===== src/rtl/sysctl_pkg.sv =====
package sysctl_pkg;

    localparam logic [15:0] OFS_CAUSE  = 16'h0020;
    localparam logic [15:0] OFS_POWER  = 16'h0022;
    localparam logic [15:0] OFS_CNT_LO = 16'h0026;
    localparam logic [15:0] OFS_CNT_HI = 16'h0027;
    localparam logic [15:0] OFS_IDENT  = 16'h0030;
    localparam logic [15:0] OFS_WAIT   = 16'h006C;

    localparam logic [7:0]  CAUSE_ONES = 8'h7C;
    localparam logic [7:0]  OPEN_BYTE  = 8'hFF;

    localparam int BIT_SWRST  = 0;
    localparam int BIT_NARROW = 3;
    localparam int BIT_HALT   = 6;

    // True when an access of the given size covers the even offset ofs.
    function automatic logic covers(input logic [15:0] a,
                                    input logic        half,
                                    input logic [15:0] ofs);
        return half ? (a[15:1] == ofs[15:1]) : (a == ofs);
    endfunction

endpackage


===== src/rtl/sysctl_tick_div.sv =====
module sysctl_tick_div #(
    parameter int CLKS_PER_US = 16
) (
    input  logic clk,
    input  logic rst_n,
    output logic tick
);
    generate
        if (CLKS_PER_US <= 1) begin : g_every
            logic unused_in;
            assign unused_in = clk ^ rst_n;
            assign tick = 1'b1;
        end else begin : g_div
            localparam int DW = $clog2(CLKS_PER_US);
            localparam logic [DW-1:0] LAST = DW'(CLKS_PER_US - 1);

            logic [DW-1:0] div_d, div_q;

            always_comb begin
                div_d = (div_q == LAST) ? '0 : div_q + 1'b1;
            end

            always_ff @(posedge clk) begin
                if (!rst_n) div_q <= '0;
                else        div_q <= div_d;
            end

            assign tick = (div_q == LAST);
        end
    endgenerate
endmodule


===== src/rtl/sysctl_wait_ctl.sv =====
module sysctl_wait_ctl #(
    parameter int CLKS_PER_US = 16
) (
    input  logic clk,
    input  logic rst_n,
    input  logic start,
    output logic busy
);
    localparam int CW = $clog2(CLKS_PER_US + 1);
    localparam logic [CW-1:0] LOAD = CW'(CLKS_PER_US);

    typedef struct packed {
        logic          busy;
        logic [CW-1:0] left;
    } wait_t;

    wait_t st_d, st_q;

    always_comb begin
        st_d = st_q;
        if (start) begin
            st_d.busy = 1'b1;
            st_d.left = LOAD;
        end else if (st_q.busy) begin
            if (st_q.left == CW'(1)) begin
                st_d.busy = 1'b0;
                st_d.left = '0;
            end else begin
                st_d.left = st_q.left - 1'b1;
            end
        end
    end

    always_ff @(posedge clk) begin
        if (!rst_n) st_q <= '0;
        else        st_q <= st_d;
    end

    assign busy = st_q.busy;
endmodule


===== src/rtl/sysctl_timer_regs.sv =====
module sysctl_timer_regs
    import sysctl_pkg::*;
#(
    parameter int               CLKS_PER_US = 16,
    parameter int               CNT_W       = 16,
    parameter int               ID_W        = 16,
    parameter logic [ID_W-1:0]  WAIT_MIN_ID = 'h0300,
    parameter int               AMASK_W     = 32,
    parameter int               NARROW_W    = 20
) (
    input  logic               clk,
    input  logic               rst_n,
    input  logic [15:0]        io_addr,
    input  logic               io_rd,
    input  logic               io_wr,
    input  logic               io_half,
    input  logic [15:0]        io_wdata,
    output logic [15:0]        io_rdata,
    input  logic [ID_W-1:0]    machine_id,
    input  logic [2:0]         cpu_id,
    output logic               soft_reset_o,
    output logic               power_off_o,
    output logic [AMASK_W-1:0] addr_mask_o,
    output logic               bus_req_o
);
    localparam logic [AMASK_W-1:0] MASK_FULL   = '1;
    localparam logic [AMASK_W-1:0] MASK_NARROW = {{(AMASK_W-NARROW_W){1'b0}}, {NARROW_W{1'b1}}};

    typedef struct packed {
        logic             sw_flag;
        logic             sd_flag;
        logic             narrow;
        logic [CNT_W-1:0] ctr;
        logic             srst_pulse;
        logic             poff_pulse;
    } state_t;

    state_t st_d, st_q;

    logic tick;
    logic wait_go;
    logic wait_busy;
    logic [15:0] ctr16;
    logic [7:0]  ident;
    logic [15:0] base_a;
    logic [7:0]  byte_lo, byte_hi;
    logic        unused_bits;

    sysctl_tick_div #(.CLKS_PER_US(CLKS_PER_US)) u_tick (
        .clk  (clk),
        .rst_n(rst_n),
        .tick (tick)
    );

    assign wait_go = io_wr && covers(io_addr, io_half, OFS_WAIT)
                     && (machine_id >= WAIT_MIN_ID);

    sysctl_wait_ctl #(.CLKS_PER_US(CLKS_PER_US)) u_wait (
        .clk  (clk),
        .rst_n(rst_n),
        .start(wait_go),
        .busy (wait_busy)
    );

    // Next-state logic for flags, mask select, counter and pulses.
    always_comb begin
        st_d            = st_q;
        st_d.srst_pulse = 1'b0;
        st_d.poff_pulse = 1'b0;
        if (tick) st_d.ctr = st_q.ctr + 1'b1;
        if (io_wr) begin
            if (covers(io_addr, io_half, OFS_CAUSE)) begin
                st_d.sw_flag    = io_wdata[BIT_SWRST];
                st_d.srst_pulse = io_wdata[BIT_SWRST];
                st_d.narrow     = io_wdata[BIT_NARROW];
                if (io_wdata[BIT_HALT]) begin
                    st_d.sd_flag    = 1'b1;
                    st_d.poff_pulse = 1'b1;
                end
            end
            if (covers(io_addr, io_half, OFS_POWER) && io_wdata[BIT_HALT]) begin
                st_d.sd_flag    = 1'b1;
                st_d.poff_pulse = 1'b1;
            end
        end else if (io_rd && covers(io_addr, io_half, OFS_CAUSE)) begin
            st_d.sw_flag = 1'b0;
            st_d.sd_flag = 1'b0;
        end
    end

    always_ff @(posedge clk) begin
        if (!rst_n) st_q <= '0;
        else        st_q <= st_d;
    end

    function automatic logic [7:0] byte_at(input logic [15:0] a,
                                           input logic        sw,
                                           input logic        sd,
                                           input logic [15:0] cnt,
                                           input logic [7:0]  idb,
                                           input logic        bsy);
        logic [7:0] r;
        case (a)
            OFS_CAUSE:  r = CAUSE_ONES | {6'b0, sd, sw};
            OFS_CNT_LO: r = cnt[7:0];
            OFS_CNT_HI: r = cnt[15:8];
            OFS_IDENT:  r = idb;
            OFS_WAIT:   r = {7'h7F, bsy};
            default:    r = OPEN_BYTE;
        endcase
        return r;
    endfunction

    assign ctr16  = 16'(st_q.ctr);
    assign ident  = {machine_id[4:0], cpu_id};
    assign base_a = io_half ? {io_addr[15:1], 1'b0} : io_addr;

    always_comb begin
        byte_lo = byte_at(base_a, st_q.sw_flag, st_q.sd_flag, ctr16, ident, wait_busy);
        byte_hi = byte_at({base_a[15:1], 1'b1}, st_q.sw_flag, st_q.sd_flag, ctr16, ident, wait_busy);
        io_rdata = io_half ? {byte_hi, byte_lo} : {8'h00, byte_lo};
    end

    assign soft_reset_o = st_q.srst_pulse;
    assign power_off_o  = st_q.poff_pulse;
    assign addr_mask_o  = st_q.narrow ? MASK_NARROW : MASK_FULL;
    assign bus_req_o    = wait_busy;

    assign unused_bits = ^{io_wdata[15:7], io_wdata[5:4], io_wdata[2:1]};
endmodule


===== config.mk =====
export PLATFORM = sky130hd
export DESIGN_NAME = sysctl_timer_regs
export DESIGN_NICKNAME = d
export VERILOG_FILES = /design/src/rtl/sysctl_pkg.sv /design/src/rtl/sysctl_tick_div.sv /design/src/rtl/sysctl_wait_ctl.sv /design/src/rtl/sysctl_timer_regs.sv
export SDC_FILE = /design/constraint.sdc
export NUM_CORES = 1
export LEC_CHECK = 0
export BUFFER_PORTS_ARGS = -buffer_cell sky130_fd_sc_hd__buf_2
export CORE_ASPECT_RATIO = 0.5
export CORE_UTILIZATION = 30
export DETAILED_ROUTE_END_ITERATION = 16
export GPL_TIMING_DRIVEN = 0
export PLACE_DENSITY = 0.63
export SLEW_MARGIN = 20
export SYNTH_ARGS = -nofsm -noshare
export SYNTH_HDL_FRONTEND = slang
export SYNTH_SLANG_ARGS = --single-unit

===== constraint.sdc =====
create_clock -name clk -period 4.6 [get_ports clk]
set_input_delay 0.46 -clock clk [delete_from_list [all_inputs] [get_ports clk]]
set_output_delay 0.46 -clock clk [all_outputs]
set_load 0.1 [all_outputs]

== Word level (Yosys, flattened, before mapping) ==
Cells that the tools add are included.

* Add/subtract/negate cells: 3
* Reduce and logical (&&, ||, !) cells: 13
* Eq/ne operators: 17
* Order comparisons: 1
* Bitwise gates (word level): 1
* Mux-type cells: 20

{| class="wikitable"
|+ Operators by type and width
! operator !! count
|-
| $eq 16x6->1 const B || 6
|-
| $eq 15x5->1 const B || 3
|-
| $pmux 8 s5 || 1
|-
| $eq 16x7->1 const B || 2
|-
| $mux 32 || 1
|-
| $add 16x1->16 const B || 1
|-
| $ge 16x10->1 const B || 1
|-
| $mux 16 || 1
|-
| $eq 15x6->1 const B || 1
|-
| $mux 6 || 2
|-
| $mux 1 || 10
|-
| $mux 8 || 1
|-
| $ne 3x1->1 const B || 2
|-
| $reduce_and 2->1 || 3
|-
| $reduce_and 3->1 || 2
|-
| $eq 5x1->1 const B || 1
|-
| $mux 5 || 1
|-
| $sub 5x1->5 const B || 1
|-
| $add 4x1->4 const B || 1
|-
| $eq 4x4->1 const B || 1
|-
| $logic_and 1x1->1 || 4
|-
| $mux 2 || 2
|-
| $reduce_bool 2->1 || 2
|-
| $reduce_or 2->1 || 2
|-
| other kinds (3) || 3
|}

* Bits in registers: 31
* Input bits: 56
* Output and inout port bits: 51
* Logic and storage cells: 65

== Depth between registers and ports, before layout ==
* Word-level depth: 5
* Gate-level depth with buffers: 6
* Depth with buffers taken out: 6

== Modules after synthesis ==
From an unflattened synthesis, not the netlist that was laid out.

* Cells, all modules: 255
* Area, all modules: 2,167.1 um^2

{| class="wikitable"
|+ By module, submodules not included
! module !! area an instance (um^2) !! seq. area each (um^2) !! cells an instance !! instances
|-
| sysctl_timer_regs || 1,701.6 || 420.4 || 210 || 1
|-
| sysctl_wait_ctl || 296.5 || 120.1 || 29 || 1
|-
| sysctl_tick_div || 168.9 || 80.1 || 16 || 1
|}

== Least setup slack after synthesis ==
No wires, ideal clock.

* Path kind: input-to-output
* From: in io_addr[7]
* To: out io_rdata[2]
* Path buffers: 2
* Arrival time: 2.825 ns
* Setup slack: 1.315 ns
* Cell stages on the path: 6
* Required time: 4.140 ns
* Path through: nor4_2 > and4_1 > clkbuf_2 > nand2_1 > buf_2 > o211ai_1

* Cells in the longest elaborated chain, start to end: 3
* Elaborated cells between the ends (all ways): 7
* Those cells by class: eq/ne (5); mux (2)

{| class="wikitable"
|+ RTL lines
! element !! RTL line !! RTL
|-
| start: declaration || sysctl_timer_regs.sv:13 || <nowiki>input logic [15:0] io_addr,</nowiki>
|-
| $eq 16x7->1 or $eq 16x6->1 (tied branches) || sysctl_timer_regs.sv:103 || <nowiki>case (a)</nowiki>
|-
| $pmux 8 s5 (*) || sysctl_timer_regs.sv:103 ||
|-
| $mux 16 (*) || sysctl_timer_regs.sv:121 || <nowiki>io_rdata = io_half ? {byte_hi, byte_lo} : {8'h00, byte_lo};</nowiki>
|-
| end: declaration || sysctl_timer_regs.sv:18 || <nowiki>output logic [15:0] io_rdata,</nowiki>
|}

Mark *: on every way between the ends. The rest lies on a longest branch, timed or not.

== Final worst setup path ==
Same ends and word-level chain as after synthesis.

==> metrics.txt <==
# TYPE chip_impl_metric gauge
chip_impl_metric{name="chipHeight",unit="um"} 61.4
chip_impl_metric{name="post_cts_hold_buffer_count",unit=""} 0
chip_impl_metric{name="multiInputGateArea",unit="um2"} 1250
chip_impl_metric{name="power.ir.vdd_worst",unit="mV"} 0.154
chip_impl_metric{name="post_route_cell_area",unit="um2"} 2790
chip_impl_metric{name="count_of_buffers_added_by_post_cts_timing_repair_for_setup",unit=""} 0
chip_impl_metric{name="layout_setup_ws",unit="ps"} 1930
chip_impl_metric{name="setup-violations-final",unit=""} 0
chip_impl_metric{name="synth_cells",unit=""} 258
chip_impl_metric{name="max_freq",unit="GHz"} 0.374
chip_impl_metric{name="placement.cell_area",unit="um2"} 2650
chip_impl_metric{name="drc",unit=""} 0
chip_impl_metric{name="grt_use_total",unit="%"} 13.5
chip_impl_info{name="cells_along_the_critical_path",value="buf_2, nor4_2, and4_1, clkbuf_2, nand2_1, buf_2, o211ai_1, buf_2"} 1
chip_impl_info{name="clock-root-buffer",value="clkbuf_16"} 1
chip_impl_metric{name="port_buf_inserts",unit=""} 69
chip_impl_metric{name="fin_nets",unit=""} 413
chip_impl_metric{name="crit_path_max_fanout",unit=""} 10
chip_impl_metric{name="ioPinCount",unit=""} 107
chip_impl_metric{name="syn-mean-instance-area",unit="um2"} 8.22
chip_impl_metric{name="drtPass1Iterations",unit=""} 4
chip_impl_metric{name="hpwl",unit="um"} 3910
chip_impl_metric{name="synth_seq_area_share",unit="%"} 29.3
chip_impl_metric{name="ctsResizeCount",unit=""} 0
chip_impl_info{name="outcome",value="finished clean"} 1
chip_impl_info{name="standard_cell_with_the_maximum_stage_delay_on_the_critical_path",value="buf_2"} 1
chip_impl_metric{name="hold_violations",unit=""} 0
chip_impl_metric{name="worst_clock_skew",unit="ps"} 4.24
chip_impl_metric{name="total_leakage_power",unit="nW"} 1.12
chip_impl_metric{name="postSynthRegisterBits",unit=""} 31
chip_impl_metric{name="placed_cells",unit=""} 438
chip_impl_info{name="mostFrequentLayoutCells",value="72 x buf_2, 33 x buf_4, 31 x dfxtp_1"} 1
chip_impl_metric{name="floorplan.die.width",unit="um"} 121
chip_impl_metric{name="postRouteAntennaNets",unit=""} 0
chip_impl_metric{name="grt-ovfl-total",unit=""} 0
chip_impl_info{name="worstSetupPathType",value="in2out"} 1
chip_impl_metric{name="yosysUniqueCellTypes",unit=""} 47
chip_impl_metric{name="vias_in_the_first_global_route",unit=""} 1681
chip_impl_metric{name="syn_to_final_growth",unit="%"} 31.8
chip_impl_metric{name="finalWorstPathRequiredPeriod",unit="ps"} 2670
chip_impl_metric{name="ys_async_sr_fraction",unit="%"} 0
chip_impl_info{name="worstSetupEndpointType",value="output pin"} 1
chip_impl_metric{name="num_vias",unit=""} 2035
chip_impl_metric{name="timing.critical_path.slowest_cell_delay",unit="ps"} 450
chip_impl_metric{name="std_cell_rows",unit=""} 21
chip_impl_metric{name="layout.filler_cells",unit=""} 686
chip_impl_metric{name="non_filler_instance_count_after_layout",unit=""} 446
chip_impl_metric{name="syn-cell-area",unit="um2"} 2120
chip_impl_metric{name="yosys_warnings",unit=""} 0
chip_impl_metric{name="p_per_area",unit="nW/um2"} 271
chip_impl_metric{name="placement.setup.worst_slack",unit="ps"} 1920
chip_impl_metric{name="layout-drive-gt1-share",unit="%"} 35.6
chip_impl_metric{name="max-clock-path-buffers",unit=""} 2
chip_impl_info{name="cts_tree",value="done"} 1
chip_impl_metric{name="drv.max_cap_violation_count",unit=""} 0
chip_impl_metric{name="gp_congestion",unit=""} 0.771
chip_impl_metric{name="grt_first_pass_wirelength",unit="um"} 7870
chip_impl_metric{name="diodes",unit=""} 0
chip_impl_metric{name="number_of_antenna_violations_at_the_first_check_in_global_routing",unit=""} 0
chip_impl_metric{name="ff_latch_area",unit="um2"} 621
chip_impl_metric{name="synth_edf_count",unit=""} 0
chip_impl_metric{name="inserted_clock_buffers",unit=""} 5
chip_impl_info{name="final_common_cell",value="buf_2"} 1
chip_impl_metric{name="die_area",unit="um2"} 7430
chip_impl_metric{name="measured_slew_at_the_worst_slew_check_pin",unit="ps"} 632
chip_impl_info{name="grt_setup_unrepaired",value="false"} 1
chip_impl_metric{name="initial_core_util",unit="%"} 31.4
chip_impl_info{name="ys_dominant_reg_cell",value="dfxtp_1"} 1
chip_impl_metric{name="clock-sinks",unit=""} 31
chip_impl_metric{name="clk-insertion-delay-late",unit="ps"} 270
chip_impl_metric{name="cts.clk_slew.worst_paths",unit="ps"} 50
chip_impl_metric{name="drt-total-wl",unit="um"} 5070
chip_impl_metric{name="setup-tns-final",unit="ps"} 0
chip_impl_info{name="cpMostUsedCell",value="buf_2"} 1
chip_impl_metric{name="post-route-period-util",unit="%"} 58.1
chip_impl_metric{name="max_transition_margin",unit="%"} 57.3
chip_impl_metric{name="maxSlewViolCount",unit=""} 0
chip_impl_metric{name="core-area",unit="um2"} 6750
chip_impl_metric{name="cts-htree-levels",unit=""} 2
chip_impl_metric{name="critPathArrivalTime",unit="ps"} 2210
chip_impl_metric{name="avgRoutedWirePerCell",unit="um"} 11.4
chip_impl_metric{name="post_drt_via_cell_ratio",unit=""} 4.56
chip_impl_metric{name="dr_iter_0_viols",unit=""} 100
chip_impl_info{name="min_path_type",value="in2reg"} 1
chip_impl_metric{name="maximum_number_of_pins_on_one_net_before_global_route_repair",unit=""} 14
chip_impl_info{name="worst_setup_path_start_kind",value="input pin"} 1
chip_impl_metric{name="worst_path_required",unit="ps"} 4140
==> report_power, final <==
| group | internal (mW) | switching [mW] | leakage [nW] |
|---|---|---|---|
| combinational | 0.0377 | 0.130 | 0.798 |
| sequential | 0.271 | 0.00218 | 0.250 |
| clock | 0.199 | 0.117 | 0.0669 |
| total | 0.508 | 0.249 | 1.12 |
==> worst paths after layout <==
path	to	cells past startpoint	startpoint	slack, ps
setup / recovery	io_rdata[2]	8	io_addr[7]	1930
hold / removal	st_q[18]$_SDFFE_PN0P_	3	io_wdata[3]	450
setup reg to reg	ctr16[12]$_SDFFE_PN0P_	6	u_tick.g_div.div_q[0]$_SDFF_PP0_	2880
hold reg to reg	u_tick.g_div.div_q[0]$_SDFF_PP0_	1	u_tick.g_div.div_q[0]$_SDFF_PP0_	470
==> flip-flops by register name, summed over array words and instances, names as in the netlist <==
signal and flops:
power_off_o 1, u_tick.g_div.div_q 4, ctr16 16, soft_reset_o 1, st_q 3, u_wait.st_q 5, u_wait.busy 1
==> worst max-delay path: cells and delay by family <==
kind            cells  cell delay [ps]
buf+inv             4              930
simple gates        3              630
compound gates      1              180
==> cells in the mapped netlist, types with 2 or more instances <==
cell type,instances,share of area (%)
o21ai_0,4,0.94
xnor2_1,9,3.7
o211ai_1,4,1.4
nor2_1,24,4.3
nand3_1,15,3.5
ha_1,4,2.4
dfxtp_1,31,29
buf_4,33,12
nor4_2,2,1.2
a32o_1,2,0.94
nor4_1,6,1.8
nor3_1,10,2.4
inv_1,8,1.4
mux2i_1,11,5.2
nand4_1,11,3.2
nand4b_1,2,0.83
or3_1,3,0.89
nor2b_1,3,0.89
buf_2,3,0.71
and3_1,2,0.59
a21oi_1,11,2.6
a211oi_1,2,0.71
nand2_1,19,3.4
nand2b_1,5,1.5
xor2_1,2,0.83
a31o_2,2,0.83
clkbuf_1,3,0.53
o21a_1,8,2.8
==> layer usage <==
layer  GRT usage (%)  routed length [um]
met5               0                   0
met4            2.47                  21
met3            2.87                 263
met2            24.7                2380
met1            17.0                2400
==> stage by stage <==
stage               hold slack, ps  total power, mW  utilization, %
detailed placement             457            0.446            39.3
CTS                            455            0.759            41.4
global route                   483            0.781            41.4
floorplan                      430            0.416               -
global placement               447            0.445            39.3
finish                         454            0.757            41.4
==> cell type report <==
type	instances	share of cell area, %
plain buffers	41	10.1
clock buffers	6	4.61
clock inverters	2	0.448
inverters	9	1.21
multi-input cells	196	44.9
flip-flops and latches	31	22.2
well taps	92	4.12
repair buffers	69	12.4
==> kinds of logic (layout without fill, tap and decap cells) <==
| kind of cell | after synthesis | count (layout) | synth area share (%) |
|---|---|---|---|
| DFF | 31 | 31 | 29.3 |
| muxes | 12 | 12 | 5.73 |
| AOI/OAI and AO/OA | 39 | 39 | 13.3 |
| buffers and inverters | 50 | 127 | 14.9 |
| adders and majority gates | 4 | 4 | 2.36 |
| xor gates and xnor gates | 11 | 11 | 4.55 |
| other | 1 | 20 | 0.177 |
| and+or+nand+nor | 110 | 110 | 29.7 |
Power figures use the tool's default switching activity.
